==> src/rtl/dma_chan_arb.sv <==
module dma_chan_arb #(
  parameter int NCH = 8,
  parameter int PW  = 3
) (
  input  logic                   clk,
  input  logic                   rst_n,
  input  logic [NCH-1:0]         req,
  input  logic [NCH*PW-1:0]      prio,
  input  logic                   done,
  output logic [NCH-1:0]         grant,
  output logic [$clog2(NCH)-1:0] grant_idx
);
  localparam int IW = $clog2(NCH);

  logic          win_found;
  logic [IW-1:0] win_idx;
  logic [PW-1:0] win_lvl;

  always_comb begin
    win_found = 1'b0;
    win_idx   = '0;
    win_lvl   = '0;
    for (int i = NCH - 1; i >= 0; i--) begin
      if (req[i] && (!win_found || prio[i*PW +: PW] <= win_lvl)) begin
        win_found = 1'b1;
        win_idx   = IW'(i);
        win_lvl   = prio[i*PW +: PW];
      end
    end
  end

  logic holder_req, rearb;
  assign holder_req = |(req & grant);
  assign rearb      = !holder_req || done;

  always_ff @(posedge clk) begin
    if (!rst_n) begin
      grant     <= '0;
      grant_idx <= '0;
    end else if (rearb) begin
      grant     <= win_found ? (NCH'(1) << win_idx) : '0;
      grant_idx <= win_found ? win_idx : '0;
    end
  end


  onehot_grant_chk: assert property (@(posedge clk) disable iff (!rst_n)
    $onehot0(grant));


  idle_zero_chk: assert property (@(posedge clk) disable iff (!rst_n)
    (req == '0) |=> (grant == '0));


  grant_from_req_chk: assert property (@(posedge clk) disable iff (!rst_n)
    (grant != '0) |-> (($past(req) & grant) != '0));


  hold_grant_chk: assert property (@(posedge clk) disable iff (!rst_n)
    (((req & grant) != '0) && !done) |=> (grant == $past(grant)));


  idx_match_chk: assert property (@(posedge clk) disable iff (!rst_n)
    (grant == '0) ? (grant_idx == '0) : (grant[grant_idx] == 1'b1));
endmodule

==> config.mk <==
export PLATFORM = sky130hd
export DESIGN_NAME = dma_chan_arb
export DESIGN_NICKNAME = d
export VERILOG_FILES = /design/src/rtl/dma_chan_arb.sv
export SDC_FILE = /design/constraint.sdc
export NUM_CORES = 1
export LEC_CHECK = 0
export ABC_AREA = 1
export CAP_MARGIN = 20
export CORE_AREA = 5 5 68 58
export DETAILED_ROUTE_END_ITERATION = 8
export DIE_AREA = 0 0 73 63
export DONT_BUFFER_PORTS = 1
export MAX_ROUTING_LAYER = met4
export PLACE_DENSITY = 0.65
export SLEW_MARGIN = 25
export SYNTH_ARGS = -nofsm -noshare
export SYNTH_HDL_FRONTEND = slang
export SYNTH_SLANG_ARGS = --single-unit
export TNS_END_PERCENT = 100
==> constraint.sdc <==
create_clock -name clk -period 10.2 [get_ports clk]
set_input_delay 2.04 -clock clk [delete_from_list [all_inputs] [get_ports clk]]
set_output_delay 2.04 -clock clk [all_outputs]
set_load 0.01 [all_outputs]
==> impl_metrics.tcl, run 1 <==
set metrics [dict create \
    status "finished, final reports clean" \
    crit_path_end_kind "register" \
    clockBufferDepth 2 \
    cellPowerDensity_nw_per_um2 190.0 \
    worst_pin_slew_ns 0.9005 \
    synth_top_area_share_pct 18.70 \
    antenna_found_initial 0 \
    reg2reg_depth 9 \
    hold_depth 2 \
    grt_pass1_vias 1374 \
    cts_made_buffers 3 \
    maxSlewHeadroom_pct 39.97 \
    yosysWarningCount 0 \
    crit_slowest_cell "ha_1" \
    synth_edf_count 0 \
    design_area_sq_um 1585 \
    crit_arrival_ns 9.48 \
    clock_skew_ns 0.003519 \
    synth-seq-cells 11 \
    crit_end "grant[5]" \
    grt_usage_pct 15.64 \
    multi_input_area_sq_um 1155 \
    clk_pin_slew_ns 0.05 \
    regArea_sq_um 220.2 \
    p_sw_share_pct 48.32 \
    worstSetupPathType "input pin to register" \
    grt_max_degree 14 \
    io_pins 46 \
    wl_per_cell_microns 11.54 \
    utilization_pct 49.03 \
    syn_nets 296 \
    dp_slack_ns 0.5196 \
    port_buffers 0 \
    path_common_cell "nand2_1" \
    ys_seq_area_share_pct 14.63 \
    rows 19 \
    layout_setup_ws_ns 0.8868 \
    final_hold_viol_count 0 \
    leakage_nw 0.8293 \
    reg2reg_from "grant[5]" \
    die-area_sq_um 4599 \
    maxCapViolCount 0 \
    first_pass_iters 4 \
    nNetsFinal 298 \
    die-width_microns 73 \
    clk_latency_ns 0.24 \
    hp-class "register to register" \
    synthTopCellsByCount "nand2_1 (75), nand3_1 (34), inv_1 (27), ha_1 (21), a21oi_1 (20)" \
    cpPeakStageDelay_ns 0.30 \
    cts_max_level 1 \
    p_int_w 0.0001557 \
    fill_cells 357 \
    vias_per_cell 5.039 \
    required_ns 10.37 \
    tns_ns 0 \
    post-route-period-util_pct 91.31 \
    critPathLaunch "prio[21]" \
    grt-ovfl-total 0 \
    area_growth_pct 5.320 \
    switchingPower_w 0.0001456 \
    async_flop_share_pct 0 \
    rrSetupSlack_ns 8.15 \
    rr_endpoint "grant[1]" \
    maxSlewViolCount 0 \
    coreArea_sq_um 3233 \
    ant_nets 0 \
    clock_power_share_pct 14.3 \
    vdd_ir_drop_max_uv 105.7 \
    grt_pass1_wl_microns 5775 \
    ys_dominant_reg_cell "dfxtp_1" \
    yosysTopAreaCell "nand2_1" \
    pwr-share-comb_pct 62.8 \
    seqPwrFrac_pct 22.9 \
    diodes 0 \
    rsz0062_at_grt "no" \
    drive_gt1_share_pct 13.28 \
    wirelength_microns 3266 \
    syn_area_sq_um 1505 \
    drcViolationCount 0 \
    vias 1426 \
    drtIter0Drc 36 \
    timing.hold.ws_ns 0.5119 \
    routabilityCongestion 0.7983 \
    clkSinkCount 11 \
    crit_path_start_kind "input pin" \
    initial_core_util_pct 46.56 \
    cts_tree "done" \
    synth_area_leaders "nand2_1 (19%), ha_1 (17%), dfxtp_1 (15%), nand3_1 (11%), inv_1 (6.7%)" \
    die_y_microns 63 \
    synth_most_common_cell "nand2_1" \
    fmax_mhz 107.4 \
    synth.avg_cell_area_sq_um 6.272 \
    setup_viol 0 \
    ctsRootBufferMaster "clkbuf_8" \
    syn_inst 240 \
    hpwl_microns 2848 \
    period_minus_slack_ns 9.313 \
    ys_types 28 \
    placed_area_sq_um 1538 \
    worstPathMaxFanout 7 \
]
## layer usage
metal / GRT usage [%] / share of wire [%]
met2: 22.32 / 41
met1: 20.85 / 50
met4: 6.221 / 1.8
met5: - / 0
met3: 3.859 / 7.1
## registers in the layout, summed over array words and instances (netlist names)
signal     flops
grant_idx      3
grant          8
## power groups by stage
stage	combinational, W	clock, W	sequential [W]
after global routing	0.000221	0.0000478	0.0000708
after detailed placement	0.000190	0	0.0000702
final	0.000189	0.0000430	0.0000689
after floorplan	0.000161	0	0.0000670
after global placement	0.000190	0	0.0000704
after CTS	0.000191	0.0000449	0.0000694
## timing repair
action,CTS,global route
buffers inserted,0,0
hold buffers,0,0
endpoints found under the setup margin,0,7
resized for setup,0,2
## worst min-delay path by stage
stage,to,start
2_1_floorplan,grant_idx[0],grant_idx[0]
3_3_place_gp,grant_idx[0],grant_idx[0]
3_5_place_dp,grant_idx[1],grant_idx[1]
4_1_cts,grant_idx[0],grant_idx[0]
5_1_grt,grant_idx[0],grant_idx[0]
6_report,grant_idx[0],grant_idx[0]
## metrics by stage
| step | total power (W) | instances |
|---|---|---|
| floorplan | 0.0002283 | 240 |
| global placement | 0.0002604 | 279 |
| detailed placement | 0.0002602 | 279 |
| CTS | 0.0003053 | 283 |
| global route | 0.0003396 | 283 |
| finish | 0.0003013 | 283 |
## layout make-up
type / count / share of cell area (%)
Clock buffer: 4 / 2.841
Multi-Input combinational cell: 196 / 72.85
Inverter: 30 / 7.103
Tap cell: 42 / 3.315
Sequential cell: 11 / 13.89
## cell families after synthesis
family | share of synthesized area, %
buf+inv | 8.811
flops | 14.63
simple gates | 49.63
compound gates | 9.477
fa+ha+maj | 17.46
## worst max-delay path, delay by kind of cell
family                   cells  cell delay [ns]
AO/OA/AOI/OAI                9             1.24
buffers and inverters        6             0.35
AND/OR/NAND/NOR             36             3.92
adder cells (fa/ha/maj)      7             1.89
## layout by cell type, fill, tap and decap left out, drive strengths merged
cell | synthesis | routed
and3 | 1 | 1
nand3b | 4 | 4
nand4 | 2 | 2
dfxtp | 11 | 11
or2 | 6 | 6
nand3 | 38 | 38
a21oi | 21 | 21
inv | 30 | 30
nor2 | 8 | 8
clkbuf | 1 | 4
nand2 | 84 | 84
and2 | 6 | 6
o21ai | 3 | 3
ha | 21 | 21
nor3 | 1 | 1
a22oi | 1 | 1
Note: power is estimated with default switching activity, not from simulation.
==> run 2, diff against run 1 <==
- CORE_AREA: 5 5 68 58 -> 5 5 71 60
- DIE_AREA: 0 0 73 63 -> 0 0 76 65
- PLACE_DENSITY: 0.65 -> 0.6
==> run 2 against run 1 <==
  * Routed wire length increased by 4.6%
  * Non-clock buffer count unchanged
  * Clock-buffer cell count unchanged
  * Setup slack got worse by 0.031 ns
  * Core utilization decreased by 4.3 points
  * Final cell count increased by 0.71%
  * Die area increased by 7.4%
  * Clock skew about the same
  * Largest cell class unchanged
  * Highest routed layer unchanged
==> impl_metrics.tcl, run 2 (same netlist as run 1, synthesis figures left out) <==
set metrics [dict create \
    vdd_ir_drop_max_uv 93.56 \
    ctsRootBufferMaster "clkbuf_8" \
    wirelength_microns 3417 \
    area_growth_pct 6.234 \
    final_common_cell "nand2_1" \
    initial_core_util_pct 42.06 \
    tns_ns 0 \
    routabilityCongestion 0.8808 \
    clk_pin_slew_ns 0.05 \
    crit_slowest_cell "ha_1" \
    cpPeakStageDelay_ns 0.31 \
    worstSetupPathType "input pin to register" \
    reg_top3 "grant: 8 flops, grant_idx: 3 flops" \
    first_pass_iters 4 \
    multi_input_area_sq_um 1166 \
    rr_endpoint "grant[1]" \
    hold_path_end "grant_idx[0]" \
    setup_viol 0 \
    nNetsFinal 298 \
    status "finished, final reports clean" \
    diodes 0 \
    cts_hold_buf 0 \
    hpwl_microns 2900 \
    cts_max_level 1 \
    clock_skew_ns 0.003862 \
    maxSlewViolCount 0 \
    regMostFlops "grant" \
    antenna_found_initial 0 \
    required_ns 10.37 \
    grt_pass1_wl_microns 6292 \
    fill_cells 398 \
    path_common_cell "nand2_1" \
    timing.hold.ws_ns 0.5140 \
    rsz0062_at_grt "no" \
    hp-start "grant_idx[0]" \
    grt_usage_pct 15.28 \
    grt_pass1_vias 1428 \
    cts_made_buffers 3 \
    clk_latency_ns 0.24 \
    die-area_sq_um 4940 \
    cts_tree "done" \
    fmax_mhz 107.0 \
    cellPowerDensity_nw_per_um2 193.4 \
    post-route-period-util_pct 91.61 \
    drive_gt1_share_pct 13.28 \
    coreArea_sq_um 3578 \
    crit_path_end_kind "register" \
    die_y_microns 65 \
    rrSetupSlack_ns 8.02 \
    wl_per_cell_microns 11.99 \
    reg2reg_from "grant[3]" \
    worst_pin_slew_ns 1.068 \
    rows 20 \
    leakage_nw 0.8312 \
    crit_path_start_kind "input pin" \
    hold_depth 2 \
    ant_nets 0 \
    vias_per_cell 5.063 \
    largest_reg_flops 8 \
    maxSlewHeadroom_pct 28.80 \
    drtIter0Drc 79 \
    reg2reg_depth 9 \
    io_pins 46 \
    clockBufferDepth 2 \
    worstPathMaxFanout 7 \
    period_minus_slack_ns 9.344 \
    vias 1443 \
    crit_arrival_ns 9.52 \
    port_buffers 0 \
    clkSinkCount 11 \
    grt-ovfl-total 0 \
    regArea_sq_um 220.2 \
    drcViolationCount 0 \
    hp-class "register to register" \
    die-width_microns 76 \
    grt_max_degree 14 \
    maxCapViolCount 0 \
    final_hold_viol_count 0 \
    final_cell_mix "nand2_1 (74), nand3_1 (34), inv_1 (27)" \
]
## run 2: power by group
group / internal (W) / total, W / leakage, nW / switching [W]
clock network: 0.0000274 / 0.0000431 / 0.0228 / 0.0000157
registers: 0.0000545 / 0.0000692 / 0.0898 / 0.0000147
logic: 0.0000764 / 0.000197 / 0.719 / 0.000121
total: 0.000158 / 0.000309 / 0.831 / 0.000151
## run 2: area by class of cell
| class | instances | share of cell area, % |
|---|---|---|
| Sequential cell | 11 | 13.77 |
| Tap cell | 44 | 3.443 |
| Clock buffer | 4 | 2.817 |
| Multi-Input combinational cell | 196 | 72.93 |
| Inverter | 30 | 7.042 |
## run 2: layer usage
layer | GRT usage, % | wire (microns) | vias up
met3 | 3.889 | 252 | 4
met2 | 23.82 | 1440 | 31
met1 | 19.45 | 1682 | 621
met5 | - | 0 | -
li1 | - | - | 787
met4 | 4.667 | 41 | 0
## run 2: worst max-delay path by stage
stage	start	endpoint	slack [ns]
6_report	prio[21]	grant[6]	0.86
5_1_grt	prio[21]	grant[6]	0.03
2_1_floorplan	req[7]	grant[5]	1.22
3_5_place_dp	prio[21]	grant[5]	0.46
4_1_cts	prio[21]	grant[5]	0.69
3_3_place_gp	prio[21]	grant[5]	0.49
## run 2: per-stage QoR
| step | utilization (%) | cell area (sq um) | std cells | worst slack (ns) | total power (W) |
|---|---|---|---|---|---|
| 6_report | 44.69 | 1599 | 285 | 0.8558 | 0.0003093 |
| 2_1_floorplan | - | 1505 | 240 | 1.218 | 0.0002283 |
| 5_1_grt | 44.69 | 1599 | 285 | 0.02944 | 0.0003516 |
| 4_1_cts | 44.30 | 1585 | 285 | 0.6897 | 0.0003072 |
| 3_5_place_dp | 43.04 | 1540 | 281 | 0.4562 | 0.0002625 |
| 3_3_place_gp | 43.04 | 1540 | 281 | 0.4947 | 0.0002609 |
## run 2: what timing repair did
action,CTS,global route
gates resized for setup,0,3
buffers inserted,0,0
setup endpoints to repair,0,7
## run 2: worst max-delay path, delay by kind of cell
kind / cells / cell delay (ns)
AO/OA/AOI/OAI: 10 / 1.25
adder cells (fa/ha/maj): 7 / 1.91
AND/OR/NAND/NOR: 36 / 3.69
buffers and inverters: 9 / 0.59
==> run 3, diff against run 2 <==
--- a/config.mk
+++ b/config.mk
@@ -15,2 +15,3 @@
 export PLACE_DENSITY = 0.6
+export REMOVE_ABC_BUFFERS = 1
 export SLEW_MARGIN = 25
==> constraint.sdc (replaced) <==
create_clock -name clk -period 10.2 [get_ports clk]
set_input_delay 1.02 -clock clk [delete_from_list [all_inputs] [get_ports clk]]
set_output_delay 1.02 -clock clk [all_outputs]
set_load 0.01 [all_outputs]
==> run 3 against run 2 <==
  * Via count increased by 0.35%
  * Worst hold slack got worse by 0.00087 ns
  * Core utilization decreased by 0.17 points
  * Sequential cell count unchanged
  * Critical path depth decreased by 4
  * Routed wire length increased by 0.38%
  * Fmax increased by 11%
  * Critical path type unchanged
  * Largest cell class unchanged
==> impl_metrics.tcl, run 3 (same netlist as run 1, synthesis figures left out) <==
set metrics [dict create \
    fill_cells 403 \
    port_buffers 0 \
    cts_setup_buffers 0 \
    fin_cells 286 \
    crit_slowest_cell "or2_2" \
    worstSetupPathType "input pin to register" \
    wl_per_cell_microns 11.99 \
    initial_core_util_pct 42.06 \
    reg2reg_from "grant[2]" \
    fmax_mhz 118.6 \
    hpwl_microns 2935 \
    crit_arrival_ns 8.59 \
    coreArea_sq_um 3578 \
    clkSinkCount 11 \
    hold_depth 2 \
    drcViolationCount 0 \
    cts_tree "done" \
    dp_slack_ns 1.547 \
    maxSlewViolCount 0 \
    placed_cells 282 \
    antenna_found_initial 0 \
    diodes 0 \
    die-width_microns 76 \
    grt_usage_pct 14.89 \
    period_minus_slack_ns 8.435 \
    clk_pin_slew_ns 0.05 \
    maxSlewHeadroom_pct 75.75 \
    regArea_sq_um 220.2 \
    io_pins 46 \
    grt_max_degree 14 \
    crit_path_end_kind "register" \
    wirelength_microns 3430 \
    clk_latency_ns 0.23 \
    layout_setup_ws_ns 1.765 \
    post-route-period-util_pct 82.69 \
    grt_pass1_vias 1393 \
    rr_endpoint "grant[1]" \
    ctsRootBufferMaster "clkbuf_8" \
    cellPowerDensity_nw_per_um2 191.9 \
    rsz0062_at_grt "no" \
    required_ns 10.36 \
    hold_path_end "grant_idx[0]" \
    reg2reg_depth 10 \
    worst_pin_slew_ns 0.3634 \
    regMostFlops "grant" \
    cpPeakStageDelay_ns 0.33 \
    die-area_sq_um 4940 \
    routabilityCongestion 0.8900 \
    pwr-share-comb_pct 63.6 \
    multi_input_area_sq_um 1152 \
    ant_nets 0 \
    vias 1448 \
    die_y_microns 65 \
    drive_gt1_share_pct 12.81 \
    first_pass_iters 4 \
    final_cell_mix "nand2_1 (75), nand3_1 (34), inv_1 (27)" \
    seqPwrFrac_pct 22.6 \
    setup_viol 0 \
    drtIter0Drc 81 \
    status "finished, final reports clean" \
    clock_power_share_pct 13.8 \
    p_sw_share_pct 48.42 \
    nNetsFinal 299 \
    clock_skew_ns 0.001101 \
    cts_max_level 1 \
    area_growth_pct 5.819 \
    reg_top3 "grant: 8 flops, grant_idx: 3 flops" \
    p_int_w 0.0001576 \
    rows 20 \
    cts_resized 0 \
    maxCapViolCount 0 \
    clockBufferDepth 2 \
    final_hold_viol_count 0 \
    tns_ns 0 \
    grt-ovfl-total 0 \
    vias_per_cell 5.063 \
    crit_path_start_kind "input pin" \
    hp-class "register to register" \
    path_common_cell "nand2_1" \
    rrSetupSlack_ns 8.64 \
    largest_reg_flops 8 \
    final_common_cell "nand2_1" \
    vdd_ir_drop_max_uv 99.60 \
    grt_pass1_wl_microns 6127 \
    cts_made_buffers 3 \
    switchingPower_w 0.0001480 \
    hp-start "grant_idx[0]" \
    cts_hold_buf 0 \
    leakage_nw 0.8360 \
    worstPathMaxFanout 7 \
]
[run 3: cell count changes in the layout (fill, tap and decap cells not counted)]
cell	before	now
a22oi_2	1	0
nor3_4	1	0
nand2_2	8	7
buf_4	0	1
a22oi_1	0	1
nand2_1	74	75
nor3_2	0	1
[run 3: how the worst max path moves through the flow]
stage	start	end	slack, ns	cells past startpoint
after global routing	prio[21]	grant[7]	1.0	60
final	prio[21]	grant[5]	1.77	58
after global placement	prio[21]	grant[5]	1.60	58
after CTS	prio[21]	grant[5]	1.77	58
after floorplan	prio[21]	grant[5]	2.36	58
after detailed placement	prio[21]	grant[5]	1.55	58
[run 3: through the flow]
| step | hold WS (ns) | total power, W | cell area, sq um | utilization, % |
|---|---|---|---|---|
| global route | 0.5446 | 0.0003454 | 1593 | 44.51 |
| global placement | 0.5059 | 0.0002643 | 1548 | 43.25 |
| floorplan | 0.4900 | 0.0002263 | 1485 | - |
| finish | 0.5132 | 0.0003056 | 1593 | 44.51 |
| CTS | 0.5175 | 0.0003086 | 1593 | 44.51 |
| detailed placement | 0.5085 | 0.0002650 | 1548 | 43.25 |
[run 3: worst max-delay path: cells and delay by family]
kind | cells | cell delay (ns)
AO/OA/AOI/OAI | 8 | 1.16
adder cells (fa/ha/maj) | 7 | 1.96
buffers and inverters | 6 | 0.41
AND/OR/NAND/NOR | 37 | 4.07
[run 3: area by class of cell]
cell class                 instances  area share [%]
timing repair buffer               1          0.4713
sequential                        11           13.83
tap                               44           3.456
clock buffer                       4           2.828
multi-input combinational        196           72.35
inverter                          30           7.070
[run 3: power groups by stage]
stage          clock network (W)  registers [W]  logic [W]
2_1_floorplan                  0      0.0000670   0.000159
4_1_cts                0.0000433      0.0000696   0.000196
3_5_place_dp                   0      0.0000704   0.000195
5_1_grt                0.0000471      0.0000710   0.000227
6_report               0.0000421      0.0000692   0.000194
3_3_place_gp                   0      0.0000707   0.000194
[run 3: metal layers]
| layer | global-route usage (%) | wire, microns | up-vias | share of wire [%] |
|---|---|---|---|---|
| met4 | 3.333 | 26 | 0 | 0.76 |
| met3 | 2.917 | 187 | 5 | 5.5 |
| li1 | - | - | 792 | - |
| met1 | 20.18 | 1757 | 624 | 51 |
| met5 | - | 0 | - | 0 |
| met2 | 22.86 | 1459 | 27 | 43 |
